<file path="src/rtl/irqc_pkg.sv">
package irqc_pkg;
  parameter int unsigned OFS_BITS = 4;

  typedef enum logic [OFS_BITS-1:0] {
    OFS_EVENT = 4'h0,
    OFS_MASK  = 4'h4,
    OFS_CLEAR = 4'h8,
    OFS_LEVEL = 4'hC
  } irqc_ofs_e;
endpackage

</file>
<file path="src/rtl/irqc_decode.sv">
module irqc_decode #(
  parameter int unsigned ADDR_W    = 12,
  parameter int unsigned NUM_BANKS = 2,
  parameter int unsigned BASE      = 16
) (
  input  logic                          valid,
  input  logic                          we,
  input  logic [ADDR_W-1:0]             addr,
  output logic [NUM_BANKS-1:0]          bank_sel,
  output logic [irqc_pkg::OFS_BITS-1:0] ofs,
  output logic                          is_wr,
  output logic                          is_rd
);
  localparam int unsigned IDX_W = ADDR_W - irqc_pkg::OFS_BITS;

  logic [ADDR_W-1:0] rel;
  logic [IDX_W-1:0]  idx;

  // subtraction wraps modulo the window, so addresses below BASE decode as huge indices
  assign rel   = addr - ADDR_W'(BASE);
  assign idx   = rel[ADDR_W-1:irqc_pkg::OFS_BITS];
  assign ofs   = addr[irqc_pkg::OFS_BITS-1:0];
  assign is_wr = valid & we;
  assign is_rd = valid & ~we;

  for (genvar b = 0; b < NUM_BANKS; b++) begin : g_sel
    assign bank_sel[b] = valid && (idx == IDX_W'(b));
  end
endmodule

</file>
<file path="src/rtl/irqc_bank.sv">
module irqc_bank #(
  parameter int unsigned    W        = 32,
  parameter logic [W-1:0]   TRIG_LVL = '0
) (
  input  logic                          clk,
  input  logic                          rst,
  input  logic [W-1:0]                  src,
  input  logic                          sel,
  input  logic                          is_wr,
  input  logic [irqc_pkg::OFS_BITS-1:0] ofs,
  input  logic [W-1:0]                  wdata,
  output logic [W-1:0]                  ev_q,
  output logic [W-1:0]                  mk_q,
  output logic [W-1:0]                  lv_q,
  output logic                          req_next,
  output logic [W-1:0]                  rd_val
);
  import irqc_pkg::*;

  logic [W-1:0] clr_bits, ev_d, mk_d, lv_d;
  logic         wr_mask, wr_clr;

  assign wr_mask  = sel && is_wr && (ofs == OFS_MASK);
  assign wr_clr   = sel && is_wr && (ofs == OFS_CLEAR);
  assign clr_bits = wr_clr ? (wdata & ~TRIG_LVL) : '0;

  // a new edge event applied after the clear, so it wins a same-cycle collision
  assign ev_d = (ev_q & ~clr_bits) | (src & ~TRIG_LVL);
  assign lv_d = src;
  assign mk_d = wr_mask ? wdata : mk_q;

  assign req_next = |((ev_d | (lv_d & TRIG_LVL)) & mk_d);

  always_ff @(posedge clk) begin
    if (rst) begin
      ev_q <= '0;
      mk_q <= '0;
      lv_q <= '0;
    end else begin
      ev_q <= ev_d;
      mk_q <= mk_d;
      lv_q <= lv_d;
    end
  end

  always_comb begin
    unique case (ofs)
      OFS_EVENT: rd_val = ev_q;
      OFS_MASK:  rd_val = mk_q;
      OFS_LEVEL: rd_val = lv_q;
      default:   rd_val = '0;
    endcase
  end
endmodule

</file>
<file path="src/rtl/dual_bank_irq_ctrl.sv">
module dual_bank_irq_ctrl #(
  parameter int unsigned ADDR_W    = 12,
  parameter int unsigned BANK_W    = 32,
  parameter int unsigned NUM_BANKS = 2,
  parameter int unsigned BASE      = 16,
  parameter logic [NUM_BANKS*BANK_W-1:0] TRIG_LVL = {32'h1FF0_0000, 32'h0000_0000}
) (
  input  logic                          clk,
  input  logic                          rst,
  input  logic [NUM_BANKS*BANK_W-1:0]   irq_in,
  input  logic                          bus_valid,
  input  logic                          bus_we,
  input  logic [ADDR_W-1:0]             bus_addr,
  input  logic [BANK_W-1:0]             bus_wdata,
  output logic [BANK_W-1:0]             bus_rdata,
  output logic                          irq_out
);
  localparam int unsigned OB = irqc_pkg::OFS_BITS;

  logic [NUM_BANKS-1:0]             bank_sel, bank_req;
  logic [OB-1:0]                    ofs;
  logic                             is_wr, is_rd;
  logic [NUM_BANKS-1:0][BANK_W-1:0] bank_ev, bank_mk, bank_lv, bank_rd;
  logic [BANK_W-1:0]                rd_d;

  irqc_decode #(.ADDR_W(ADDR_W), .NUM_BANKS(NUM_BANKS), .BASE(BASE)) u_dec (
    .valid(bus_valid), .we(bus_we), .addr(bus_addr),
    .bank_sel(bank_sel), .ofs(ofs), .is_wr(is_wr), .is_rd(is_rd)
  );

  for (genvar b = 0; b < NUM_BANKS; b++) begin : g_bank
    // highest input group feeds bank 0
    irqc_bank #(
      .W(BANK_W),
      .TRIG_LVL(TRIG_LVL[b*BANK_W +: BANK_W])
    ) u_bank (
      .clk(clk), .rst(rst),
      .src(irq_in[(NUM_BANKS-1-b)*BANK_W +: BANK_W]),
      .sel(bank_sel[b]), .is_wr(is_wr), .ofs(ofs), .wdata(bus_wdata),
      .ev_q(bank_ev[b]), .mk_q(bank_mk[b]), .lv_q(bank_lv[b]),
      .req_next(bank_req[b]), .rd_val(bank_rd[b])
    );
  end

  always_comb begin
    rd_d = '0;
    for (int b = 0; b < NUM_BANKS; b++)
      if (is_rd && bank_sel[b]) rd_d = rd_d | bank_rd[b];
  end

  always_ff @(posedge clk) begin
    if (rst) begin
      bus_rdata <= '0;
      irq_out   <= 1'b0;
    end else begin
      bus_rdata <= rd_d;
      irq_out   <= |bank_req;
    end
  end
endmodule

</file>
<file path="config.mk">
export PLATFORM = sky130hd
export DESIGN_NAME = dual_bank_irq_ctrl
export DESIGN_NICKNAME = d
export VERILOG_FILES = /design/src/rtl/irqc_pkg.sv /design/src/rtl/irqc_decode.sv /design/src/rtl/irqc_bank.sv /design/src/rtl/dual_bank_irq_ctrl.sv
export SDC_FILE = /design/constraint.sdc
export NUM_CORES = 1
export LEC_CHECK = 0
export ABC_AREA = 1
export BUFFER_PORTS_ARGS = -buffer_cell sky130_fd_sc_hd__buf_2
export CELL_PAD_IN_SITES_DETAIL_PLACEMENT = 1
export CELL_PAD_IN_SITES_GLOBAL_PLACEMENT = 1
export CORE_AREA = 5 5 193 195
export CTS_CLUSTER_DIAMETER = 120
export CTS_CLUSTER_SIZE = 8
export DETAILED_ROUTE_END_ITERATION = 16
export DIE_AREA = 0 0 198 200
export GPL_TIMING_DRIVEN = 0
export PLACE_DENSITY = 0.61
export SYNTH_ARGS = -nofsm -noshare
export SYNTH_HDL_FRONTEND = slang
export SYNTH_SLANG_ARGS = --single-unit
</file>
<file path="constraint.sdc">
create_clock -name clk -period 5.8 [get_ports clk]
set_clock_uncertainty 0.05 [all_clocks]
set_input_delay 1.16 -clock clk [delete_from_list [all_inputs] [get_ports clk]]
set_output_delay 1.16 -clock clk [all_outputs]
set_load 0.03 [all_outputs]
</file>
; ---- After elaboration in Yosys (flattened, before gate mapping)
; Index checks and enable logic that the tools add are counted.
[totals]
register_bits = 225
input_bits = 112
[classes]
add_sub_neg = 1
eq_ne = 4
muxes = 8
n_bitwise = 13
n_reduce_logical = 13
[ops]
columns = operator, n
row1 = $mux 32, 6
row2 = $pmux 32 s3, 2
row3 = $and 32x32->32, 4
row4 = $or 32x32->32, 3
row5 = $not 32->32, 2
row6 = $reduce_or 64->1, 1
row7 = $or 32x29->32, 1
row8 = $sub 12x5->12 const B, 1
row9 = $logic_and 1x1->1, 10
row10 = $eq 4x4->1 const B, 2
row11 = $eq 8x1->1 const B, 1
row12 = $logic_not 8->1, 1
row13 = $eq 4x3->1 const B, 1
row14 = $logic_not 4->1, 1
row15 = $and 1x1->1, 2
row16 = $not 1->1, 1

; ---- Depth between registers and ports, before layout
[logic_depth]
word_depth = 12
mapped_depth = 19

; ---- By module
; From an unflattened synthesis, not the netlist that was laid out.
[hier_totals]
hier_cells = 1451
hier_area_um2 = 9855.7
[modules_own_cells]
columns = module, instances, cells_per_inst, area_each_um2, seq_area_each_um2
row1 = irqc_bank (g_bank[0].u_bank), 1, 662, 4419.2, 1921.8
row2 = irqc_bank (g_bank[1].u_bank), 1, 614, 4016.4, 1741.7
row3 = dual_bank_irq_ctrl, 1, 148, 1287.5, 660.6
row4 = irqc_decode, 1, 27, 132.6, 0.0

; ---- Worst setup path after synthesis
; Ideal clock, no wire load.
[synth_timing]
kind = input -> register
startpoint = input port bus_addr[9]
endpoint = register irq_out
setup_time_ps = 128
t_arrival_ps = 2701
required_ps = 5622
slack_ps = 2921
stages = 16
n_path_buf = 2
cell_sequence = nor3_1 -> nand3_4 -> nor2_8 -> nand3_2 -> buf_6 -> buf_6 -> nand2_1 -> o21ai_1 -> nand2_1 -> nand2_1 -> nor2_1 -> nand2_1 -> nor2_1 -> nand2_1 -> nor2_1 -> nor2_1
[synth_via]
elab_chain_cells = 12
elab_cells_between_ends = 25
classes_between = add/sub: 1 / eq/ne: 1 / mux: 4 / bitwise: 9 / reduce/logical: 10
[synth_rtl]
columns = item, line
row1 = "start, declared", dual_bank_irq_ctrl.sv:13  ; input logic [ADDR_W-1:0] bus_addr,
row2 = $sub 12x5->12 (*), irqc_decode.sv:20  ; assign rel = addr - ADDR_W'(BASE);
row3 = $eq 8x1->1, irqc_decode.sv:27  ; assign bank_sel[b] = valid && (idx == IDX_W'(b));
row4 = $logic_and 1x1->1, irqc_decode.sv:27
row5 = $logic_and 1x1->1, "irqc_bank.sv:23, irqc_bank.sv:24"
row6 = $logic_and 1x1->1, irqc_bank.sv:24  ; assign wr_clr = sel && is_wr && (ofs == OFS_CLEAR);
row7 = $mux 32, irqc_bank.sv:25  ; assign clr_bits = wr_clr ? (wdata & ~TRIG_LVL) : '0;
row8 = $not 32->32, irqc_bank.sv:28  ; assign ev_d = (ev_q & ~clr_bits) | (src & ~TRIG_LVL);
row9 = $and 32x32->32, irqc_bank.sv:28
row10 = $or 32x32->32, irqc_bank.sv:28
row11 = $or 32x29->32, irqc_bank.sv:32  ; assign req_next = |((ev_d | (lv_d & TRIG_LVL)) & mk_d);
row12 = $and 32x32->32, irqc_bank.sv:32
row13 = $reduce_or 64->1 (*), dual_bank_irq_ctrl.sv:57  ; irq_out <= |bank_req;
row14 = "end signal, assigned", dual_bank_irq_ctrl.sv:57
row15 = "end, declared", dual_bank_irq_ctrl.sv:16  ; output logic irq_out
; Mark *: on every way between the ends. The rest lies on a longest branch, timed or not.
; A chain may end at the register's enable or synchronous reset.

; ---- Final worst setup path
[layout_timing]
startpoint = input port bus_addr[3]
endpoint = register irq_out
[layout_via]
elab_chain_cells = 12
elab_cells_between_ends = 27
classes_between = add/sub: 1 / eq/ne: 3 / mux: 4 / bitwise: 9 / reduce/logical: 10
[layout_rtl]
columns = item, line
row1 = $sub 12x5->12, irqc_decode.sv:20
row2 = $eq 8x1->1, irqc_decode.sv:27
row3 = $logic_and 1x1->1, irqc_decode.sv:27
row4 = $logic_and 1x1->1, "irqc_bank.sv:23, irqc_bank.sv:24"
row5 = $logic_and 1x1->1, irqc_bank.sv:24
row6 = $mux 32, irqc_bank.sv:25
row7 = $not 32->32, irqc_bank.sv:28
row8 = $and 32x32->32, irqc_bank.sv:28
row9 = $or 32x32->32, irqc_bank.sv:28
row10 = $or 32x29->32, irqc_bank.sv:32
row11 = $and 32x32->32, irqc_bank.sv:32
row12 = $reduce_or 64->1 (*), dual_bank_irq_ctrl.sv:57
; Marked as above.

==> qor.log <==
qor: run_status.run_status complete, no violations
qor: placed_design.dp_hpwl 34.3 mm
qor: cts.maximum_count_of_clock_buffers_along_a_single_path 3
qor: synthesis.yosys.cell_count.top_type sky130_fd_sc_hd__nand2_1
qor: die.die_y 200 um
qor: timing.maxSlewHeadroom 0.146
qor: placed_design.place.port_buffers 142
qor: die.num_rows 69
qor: cells_and_area.final_nets 1742
qor: synthesis.mean_area_per_synthesized_cell 6.71 um^2
qor: timing.slew_at_the_pin_closest_to_its_max_slew_limit 1270 ps
qor: cells_and_area.drive_gt1_frac 0.126
qor: die.die-width 198 um
qor: placed_design.routabilityCongestion 0.888
qor: detailed_routing.vias 10.5k
qor: synthesis.synth_largest_type_area_fraction 0.443
qor: grt.gr-usage-all-layers 0.234
qor: critical_path.endpoint_kind flop
qor: critical_path.timing.critical_path.from_type primary input
qor: timing.whs 436 ps
qor: critical_path.crit_chain buf_2 -> buf_2 -> nand2_1 -> nor3_2 -> clkbuf_1 -> nand4_1 -> nand2_1 -> nand2_1 -> nand2_1 -> nand2_1 -> nor2_1 -> nand2_1 -> nor2_1 -> nand2_1 -> nor2_1 -> nor2_1
qor: critical_path.timing.critical_path.slowest_stage_cell sky130_fd_sc_hd__clkbuf_1
qor: critical_path.critical_path_buf_inv_count 3
qor: synthesis.synth-edff-count 0
qor: timing.clock_period_minus_final_worst_setup_slack 3520 ps
qor: grt.gr_overflow_total 0
qor: grt.grt_max_degree 15
qor: grt.grt_pass1_wl 68.5 mm
qor: timing.achievable-frequency 284 MHz
qor: synthesis.yosysSeqAreaShare 0.443
qor: timing.timing.final.crit_share 0.606
qor: synthesis.net_count_after_synthesis 1568
qor: synthesis.synthArstFlopShare 0
qor: grt.grt_antenna_before_repair 0
qor: detailed_routing.first_iter_violations 758
qor: cts.clock_sinks 216
qor: pwr.power_total 3.44 mW
qor: critical_path.cp_top_family simple AND/OR/NAND/NOR gates
qor: cts.cts_repair_resize_count 0
qor: cts.cts_root_buffer sky130_fd_sc_hd__clkbuf_16
qor: timing.final_critical_path_setup_slack 2280 ps
qor: cts.tritoncts done
qor: synthesis.ys_types 27
qor: synthesis.post_synth_inst_count 1456
qor: synthesis.postSynth.topFlopCell sky130_fd_sc_hd__dfxtp_1
qor: critical_path.crit_fanout 10
qor: synthesis.ys.warnings.count 0
qor: detailed_routing.drt_wl_cell 22.7 um
qor: synthesis.synth.top_cells.by_count 397 x sky130_fd_sc_hd__nand2_1, 216 x sky130_fd_sc_hd__dfxtp_1, 190 x sky130_fd_sc_hd__inv_1, 155 x sky130_fd_sc_hd__nor2_1, 119 x sky130_fd_sc_hd__nand3_1
qor: cts.clk_latency 560 ps
qor: cells_and_area.layout-area-overhead-vs-synth 21.1%
qor: die.core_area 35200 um^2
qor: timing.timing.final.hold_violations 0
qor: detailed_routing.drt-vias-per-instance 5.02
qor: cts.postCtsHoldBufs 0
qor: die.floorplan.initialDensity 0.277
qor: synthesis.yosys-top-cells-area sky130_fd_sc_hd__dfxtp_1 44%, sky130_fd_sc_hd__nand2_1 15%, sky130_fd_sc_hd__inv_1 7.3%
qor: critical_path.cp_common_cell sky130_fd_sc_hd__nand2_1
qor: detailed_routing.drc_errors 0
qor: flow_run.maxCapViolations 0
qor: pwr.leakage 5.28 nW
qor: cts.inserted_clock_buffers 30
qor: cells_and_area.layout.core_utilization 0.336
qor: placed_design.preCtsSetupSlack 1650 ps
qor: detailed_routing.drt-pass1-iter-count 7
qor: synthesis.synth_top_cell_by_area sky130_fd_sc_hd__dfxtp_1
qor: critical_path.max_stage_delay 820 ps
qor: cells_and_area.antennaDiodeCount 0
qor: cts.count_of_h_tree_levels_built_during_cts 1
qor: timing.report.final.setup_viol 0
qor: synthesis.total_of_flip_flops_plus_latches_after_synthesis 216
qor: min_path.hold_class flop to flop
qor: pwr.pwr_density_cell 291 nW/um^2
qor: timing.grt_setup_unrepaired false
qor: critical_path.timing_worst_setup_path_type primary input to flop
qor: detailed_routing.drt-total-wl 47.3 mm
qor: timing.finalMaxSlewViolations 0
qor: timing.totalNegativeSetupSlack 0 ps
qor: critical_path.worst-endpoint-arrival 3860 ps
qor: synthesis.netlist_area 9770 um^2
qor: detailed_routing.antenna_violating_nets_post_route 0
qor: cts.cts.clk_slew.worst_paths 50 ps
qor: die.floorplan.die_area 39600 um^2
qor: grt.first_global_vias 10.8k
qor: pwr.max-vdd-ir-drop 0.000229 V
qor: critical_path.worst-endpoint-required 6140 ps
qor: cts.cts_setup_buffers 0
qor: die.ios 145
## logic make-up (layout without fill, tap and decap cells)
family | after synthesis | after routing | synth area share
compound gates | 165 | 165 | 0.0871
buf+inv | 285 | 458 | 0.116
flops | 216 | 216 | 0.443
simple gates | 790 | 790 | 0.354
## registers in the layout, summed over array words and instances, names as in the netlist
name / flops
bus_rdata: 32
g_bank.u_bank.ev_q: 55
g_bank.u_bank.lv_q: 64
g_bank.u_bank.mk_q: 64
irq_out: 1
## worst reg2reg max path, cell delays in order (launching register included)
cell	delay (ps)
sky130_fd_sc_hd__dfxtp_1	300
sky130_fd_sc_hd__inv_1	80
sky130_fd_sc_hd__nand2_1	80
sky130_fd_sc_hd__nand3_1	90
sky130_fd_sc_hd__nand2_1	60
sky130_fd_sc_hd__inv_1	60
sky130_fd_sc_hd__nand2_1	50
sky130_fd_sc_hd__nor2_1	100
sky130_fd_sc_hd__nand2_1	160
sky130_fd_sc_hd__nor2_1	130
sky130_fd_sc_hd__nand2_1	60
sky130_fd_sc_hd__nor2_1	90
sky130_fd_sc_hd__nor2_1	70
## per-layer routing
layer / global-route usage / vias to the layer above / wire [um]
met1: 0.303 / 5067 / 20800
met2: 0.408 / 340 / 22400
met3: 0.0347 / 84 / 2710
met5: 0 / - / 0
li1: - / 4992 / -
met4: 0.0640 / 0 / 1470
## cells in the final DEF (no fill, tap or decap), types with 2 or more instances in the layout
cell type	synthesis	final
sky130_fd_sc_hd__a21oi_1	87	87
sky130_fd_sc_hd__buf_1	7	7
sky130_fd_sc_hd__buf_2	16	158
sky130_fd_sc_hd__buf_4	2	2
sky130_fd_sc_hd__buf_6	5	5
sky130_fd_sc_hd__clkbuf_1	64	64
sky130_fd_sc_hd__clkbuf_16	0	31
sky130_fd_sc_hd__dfxtp_1	216	216
sky130_fd_sc_hd__inv_1	190	190
sky130_fd_sc_hd__nand2_1	397	397
sky130_fd_sc_hd__nand3_1	119	119
sky130_fd_sc_hd__nand3_2	3	3
sky130_fd_sc_hd__nand4_1	105	105
sky130_fd_sc_hd__nor2_1	155	155
sky130_fd_sc_hd__nor2_2	2	2
sky130_fd_sc_hd__nor3_1	2	2
sky130_fd_sc_hd__nor4_1	2	2
sky130_fd_sc_hd__o21ai_0	13	13
sky130_fd_sc_hd__o21ai_1	50	50
sky130_fd_sc_hd__o21bai_1	3	3
sky130_fd_sc_hd__o22ai_1	11	11
## area by class of cell
cell class	count	area, um^2
fill	4564	23400
sequential	216	4320
multi-input combinational	955	4310
clock buffer	31	776
inverter	191	717
timing repair buffer	142	711
tap	461	577
buffer	94	418
## worst paths after layout
path                              from                         to  slack (ps)  cells after the start
max reg2reg  g_bank[1].u_bank.mk_q[23]                    irq_out        4250                     12
min          g_bank[0].u_bank.ev_q[17]  g_bank[0].u_bank.ev_q[17]         440                      2
max                        bus_addr[3]                    irq_out        2280                     16
min reg2reg  g_bank[0].u_bank.ev_q[17]  g_bank[0].u_bank.ev_q[17]         440                      2
## where the power goes
group          internal [mW]  switching [mW]  total (mW)
Combinational         0.0761           0.215       0.291
Clock                  0.922           0.670        1.59
Sequential              1.54          0.0201        1.56
## stage by stage
stage          instance area [um^2]  instances
2_1_floorplan                  9770       1456
3_3_place_gp                  11100       2059
3_5_place_dp                  11100       2059
4_1_cts                       11800       2090
5_1_grt                       11800       2090
6_report                      11800       2090
Note: power is estimated with default switching activity, not from simulation.
